===== src/rtl/thermal_alarm.sv =====
module thermal_alarm #(
  parameter int TW   = 9,
  parameter int QMAX = 6,
  localparam int CW  = $clog2(QMAX + 1)
) (
  input  logic                 clk,
  input  logic                 rst_n,
  input  logic                 smp_valid,
  input  logic signed [TW-1:0] smp_temp,
  input  logic signed [TW-1:0] set_point,
  input  logic signed [TW-1:0] hyst_lim,
  input  logic                 latch_mode,
  input  logic                 alarm_pol,
  input  logic [1:0]           queue_sel,
  input  logic                 shutdown,
  input  logic                 reg_read,
  output logic                 alarm_on,
  output logic                 alarm_pull_low
);

  logic          alarm, side, sd_q, hot, cold, take, sd_entry, clr_lat, qual;
  logic [CW-1:0] cnt, cnt_inc, need;

  assign hot      = smp_temp > set_point;
  assign cold     = smp_temp < hyst_lim;
  assign take     = smp_valid && !shutdown;
  assign sd_entry = shutdown && !sd_q;
  assign clr_lat  = latch_mode && reg_read;

  always_comb begin
    case (queue_sel)
      2'd0:    need = CW'(1);
      2'd1:    need = CW'(2);
      2'd2:    need = CW'(4);
      default: need = CW'(QMAX);
    endcase
    if (cnt != '0 && side == hot)
      cnt_inc = (cnt >= CW'(QMAX)) ? CW'(QMAX) : cnt + CW'(1);
    else
      cnt_inc = CW'(1);
  end

  assign qual = cnt_inc >= need;

  always_ff @(posedge clk or negedge rst_n) begin
    if (!rst_n) begin
      alarm <= 1'b0;
      side  <= 1'b0;
      sd_q  <= 1'b0;
      cnt   <= '0;
    end else begin
      sd_q <= shutdown;
      if (sd_entry) begin
        cnt <= '0;
        if (latch_mode) alarm <= 1'b0;
      end else if (clr_lat) begin
        cnt   <= '0;
        alarm <= 1'b0;
      end else if (take) begin
        if (!hot && !cold) begin
          cnt <= '0;
        end else begin
          cnt  <= cnt_inc;
          side <= hot;
          if (qual) begin
            if (hot) alarm <= 1'b1;
            else if (!latch_mode) alarm <= 1'b0;
          end
        end
      end
    end
  end

  assign alarm_on       = alarm;
  assign alarm_pull_low = alarm_pol ? !alarm : alarm;

  AST_CNT_BOUND: assert property (@(posedge clk) disable iff (!rst_n)
    cnt <= CW'(QMAX));
  AST_IDLE_NO_RISE: assert property (@(posedge clk) disable iff (!rst_n)
    !smp_valid |=> !$rose(alarm_on));
  AST_LATCH_HOLD: assert property (@(posedge clk) disable iff (!rst_n)
    (latch_mode && alarm_on && !reg_read && !shutdown) |=> alarm_on);
  AST_READ_CLEAR: assert property (@(posedge clk) disable iff (!rst_n)
    (latch_mode && reg_read) |=> !alarm_on);
  AST_SD_HOLD: assert property (@(posedge clk) disable iff (!rst_n)
    (shutdown && !latch_mode) |=> $stable(alarm_on));
  AST_SD_CLEAR: assert property (@(posedge clk) disable iff (!rst_n)
    (shutdown && latch_mode && !sd_q) |=> !alarm_on);

endmodule


===== config.mk =====
export PLATFORM = sky130hd
export DESIGN_NAME = thermal_alarm
export DESIGN_NICKNAME = d
export VERILOG_FILES = /design/src/rtl/thermal_alarm.sv
export SDC_FILE = /design/constraint.sdc
export NUM_CORES = 1
export LEC_CHECK = 0
export CAP_MARGIN = 30
export CORE_MARGIN = 5
export CORE_UTILIZATION = 62
export DETAILED_ROUTE_END_ITERATION = 16
export DONT_BUFFER_PORTS = 1
export PLACE_DENSITY = 0.9
export SLEW_MARGIN = 20
export SYNTH_ARGS = -nofsm -noshare
export SYNTH_HDL_FRONTEND = slang
export SYNTH_SLANG_ARGS = --single-unit

===== constraint.sdc =====
create_clock -name clk -period 2.8 [get_ports clk]
set_input_delay 0.42 -clock clk [delete_from_list [all_inputs] [get_ports clk]]
set_output_delay 0.42 -clock clk [all_outputs]
set_load 0.02 [all_outputs]

* Word-level counts from Yosys, hierarchy flattened
Cells that the tools add are included.
** Word-level totals
- Output and inout bits :: 2
- Logic and storage cells :: 50
- Flip-flop bits (word level) :: 6
- Input bits :: 36
** Cells by class
- Mux-type cells :: 16
- Bitwise operators :: 3
- Reduce and logical (&&, ||, !) cells :: 16
- $lt $le $gt $ge :: 4
- Equality and inequality tests :: 6
- $add $sub $neg :: 1
** Operators by type and width (number)
- 3-bit two-way mux :: 6
- 9-bit > comparator :: 1
- 9-bit less-than comparator :: 1
- 1-bit two-way mux :: 9
- 3-bit one-hot mux with 3 select lines :: 1
- 3-bit nonzero test :: 3
- 1-bit logical AND :: 5
- 1-bit zero test :: 5
- 5-bit AND reduction :: 1
- 4-bit by 1-bit inequality test with 1-bit output, second input constant :: 1
- 4-bit AND reduction :: 1
- 3-bit by 1-bit adder with 3-bit output, second input constant :: 1
- 3-bit >= comparator :: 1
- 3-bit >= comparator, second input constant :: 1
- 3-bit inequality test, second input constant :: 1
- 1-bit inverter :: 3
- 2-bit by 1-bit equality test with 1-bit output, second input constant :: 1
- 2-bit equality test, second input constant :: 1
- 2-bit zero test :: 1
- 2-bit inequality test, second input constant :: 1
- 1-bit equality test :: 1

* Depth between registers and ports, before layout
- Depth after elaboration :: 10
- Gate-level depth with buffers :: 13
- Mapped depth without buffers :: 13

* Worst setup path after synthesis
OpenSTA, ideal clock, no wires.
- Kind :: input-to-reg
- From :: input port set_point[8]
- To :: register alarm, in the netlist alarm_on
- Setup time :: 82 ps
- Cell stages on the path :: 13
- Data required time :: 2718 ps
- Arrival time :: 2599 ps
- Buffers on the path :: 0
- Path slack :: 119 ps
- Path through :: inv_1 ha_1 and4_1 nor3b_2 o211ai_2 and3b_4 o21ba_2 ha_1 nand2b_1 a21o_1 a21oi_1 nor4b_2 o22ai_1
** On the way
- Cells in the longest elaborated chain, start to end :: 7
** RTL lines
- start, declared :: line 10 : input logic signed [TW-1:0] set_point,
- 9-bit > comparator * :: line 24 : assign hot = smp_temp > set_point;
- 1-bit equality test or 1-bit two-way mux (tied branches) :: line 37, 66
- 1-bit logical AND or 1-bit two-way mux (tied branches) :: line 37, 65
- 3-bit two-way mux or 1-bit two-way mux (tied branches) :: line 37, 60
- 3-bit >= comparator or 1-bit two-way mux (tied branches) :: line 43, 59
- 3-bit nonzero test (no source line) or 1-bit two-way mux (tied branches)
- 5-bit AND reduction (no source line) or 1-bit two-way mux (tied branches)
- end signal, assigned :: line 47 : alarm <= 1'b0;
- end signal, assigned :: line 55 : if (latch_mode) alarm <= 1'b0;
- end signal, assigned :: line 58 : alarm <= 1'b0;
- end, declared :: line 21 : logic alarm, side, sd_q, hot, cold, take, sd_entry, clr_lat, qual;
Every way passes the cells marked *; elsewhere a longest branch is shown, timed or not. The select of a mux whose other input is x is not followed.
A chain may end at the register's enable or synchronous reset.

* Final worst setup path
- From :: input port set_point[6]
- To :: register alarm, in the netlist alarm_on
Same word-level chain as after synthesis.

==> run_results.csv <==
group,metric,value,unit
cts,cts_tree,"done",
yosys,synthFlopType,"dfrtp_1",
route,ant_nets,0,
cts,clock_latency,0.24,ns
run_status,outcome,"complete, no violations",
grt,grt_pass1_vias,889,
grt,gr-total-overflow,0,
power_and_ir_drop,cellPowerDensity,311,nW/um2
cts,clk_path_buf_depth,2,
worst_setup_path,critPathLaunchType,"input port",
yosys,synth_seq_area_share,15.2,%
power_and_ir_drop,leakagePower,0.552,nW
grt,grt_antenna_before_repair,0,
floorplan,std_cell_rows,14,
route,first_pass_iters,4,
yosys,synthCells,122,
sta,setup_violations,0,
power_and_ir_drop,power,333,uW
route,finalWirelength,2050,um
placed_design,dp.cells,139,
grt,grt_util_all_layers,17.7,%
placed_design,port_buffers,0,
floorplan,initial_core_util,65.8,%
yosys,synth_edf_count,0,
placed_design,place_congestion,0.959,
worst_setup_path,ff2ff_path_depth,12,
sta,holdWs,0.208,ns
placed_design,hpwl,1850,um
floorplan,die_h,50.0,um
worst_setup_path,end_kind,"register",
route,wire_per_inst,14.2,um
cts,htreeDepth,1,
sta,setup_tns,0,ns
worst_hold_path,min_path_type,"in -> reg",
sta,maxSlewHeadroom,70.4,%
worst_hold_path,holdPathStages,0,
sta,skew,0.000370,ns
placed_design,dp_slack,-0.0723,ns
final_layout,nNetsFinal,190,
worst_setup_path,required,2.95,ns
yosys,async_flop_share,100,%
final_layout,area_growth,7.95,%
sta,max_freq,384,MHz
worst_setup_path,cp_max_fo,4,
final_layout,final_area,1070,um2
yosys,ys_ff_latch,6,
floorplan,coreArea,1510,um2
grt,grt_pass1_wl,3550,um
sta,finalMaxSlewViolations,0,
worst_setup_path,critPathKind,"in -> reg",
worst_setup_path,reg2reg_slack,0.53,ns
worst_setup_path,crit-reg2reg-launch,"cnt[0]",
cts,clockRootBuffer,"clkbuf_4",
yosys,synth_top_area_share,29.0,%
yosys,avgSynthCellArea,8.12,um2
cts,cts_made_buffers,3,
power_and_ir_drop,ir_worst_vdd,0.230,mV
cts,clkSinkCount,6,
route,route.detailed.drc,0,
sta,min_period_over_period,93.0,%
route,drt_iter0_drc,5,
floorplan,die_x,50.0,um
grt,grt_max_degree,7,
sta,tightest_slew,0.442,ns
yosys,netlist_top_cells_count,"ha_1, inv_1, nand2_1",
final_layout,fin_cells,145,
route,routed-via-count,865,
final_layout,utilization,71.0,%
floorplan,io_pins,38,
final_layout,num-fill-cells,126,
floorplan,die_area,2500,um2
yosys,yosysWarnings,0,
placed_design,dpl_cell_area,1020,um2
worst_hold_path,hold_end,"sd_q",
yosys,synth_area_leader_cell,"ha_1",
final_layout,diodes,0,
worst_hold_path,hold_path.startpoint,"shutdown",
yosys,synth_area_leaders,"ha_1, dfrtp_1, inv_1, nand2_1, nor2_1",
yosys,netlist_area,991,um2
sta,post-route-min-period,2.60,ns
sta,hold_viol_final,0,
final_layout,seq_area,150,um2
yosys,syn-num-nets,181,
cts,path_clk_slew,0.04,ns
final_layout,layout-drive-gt1-share,16.3,%
sta,rsz0062_at_grt,"false",
yosys,yosysMostFrequentCell,"ha_1",
worst_setup_path,regToRegEndpoint,"alarm_on",
flow_run,maxCapViolCount,0,
route,vias_per_cell,5.97,
worst_setup_path,critPathArrivalTime,2.76,ns
sta,setup_ws,0.196,ns
yosys,synth_cell_types,33,
final_layout,multi_input_area,762,um2
-- state kept, by name (all words and copies together), names as in the netlist --
name	flops
alarm_on	1
side	1
sd_q	1
cnt	3
-- area by class of cell --
type,count,share of cell area [%]
Clock buffer,3,2.11
Timing Repair Buffer,4,3.04
Tap cell,16,1.87
Inverter,22,7.72
Sequential cell,6,14.0
Multi-Input combinational cell,94,71.2
-- cell families (layout without fill, tap and decap cells) --
family | Yosys count | count (layout) | synth area share, %
flops | 6 | 6 | 15.2
buf+inv | 22 | 29 | 8.33
xor+xnor | 1 | 1 | 0.884
compound gates | 29 | 29 | 22.6
fa+ha+maj | 23 | 23 | 29.0
simple gates | 41 | 41 | 24.0
-- layer usage --
metal / vias up / share of wire (%) / global-route usage, %
li1: 436 / - / -
met1: 394 / 37 / 19.1
met2: 29 / 55 / 31.0
met3: 6 / 5.5 / 5.42
met4: 0 / 2.2 / 7.86
met5: - / 0 / 0
-- worst max-delay path, cell delays in order --
cell	delay (ns)
inv_1	0.02
ha_1	0.30
and4_1	0.23
nor3b_2	0.22
o211ai_2	0.15
and3b_4	0.22
o21ba_2	0.21
ha_1	0.26
nand2b_1	0.14
a21o_1	0.18
a21oi_2	0.17
nor4b_2	0.06
o22ai_1	0.16
-- how the worst max path moves through the flow --
stage                       startpoint       end  slack (ns)  cells after the start
after global routing      set_point[6]  alarm_on        0.04                     13
final                     set_point[6]  alarm_on        0.20                     13
after global placement    set_point[7]  alarm_on        0.05                     13
after CTS                 set_point[7]  alarm_on        0.17                     13
after floorplan           set_point[8]  alarm_on        0.12                     13
after detailed placement  set_point[6]  alarm_on       -0.07                     13
-- placed cells by master (no fill, tap or decap), types with 2 or more instances in the layout --
cell      instances
ha_1             23
inv_1            22
nand2_1          13
nor2_1           11
a21oi_1           7
dfrtp_1           6
nand2b_1          5
o21ai_1           4
o21ai_0           3
clkbuf_4          3
buf_4             3
nor2b_1           2
nand4_1           2
a21o_1            2
a21oi_2           2
-- what timing repair did --
item,CTS,global route
hold endpoints to repair,6,0
hold buffers,1,0
buffers inserted,0,2
endpoints found under the setup margin,0,1
resized for setup,0,1
-- report_power, final --
part           switching [mW]  internal, mW
Clock                  0.0289        0.0483
Sequential            0.00875        0.0950
Combinational          0.0796        0.0725
Total                   0.117         0.216
(Power assumes the default switching activity.)
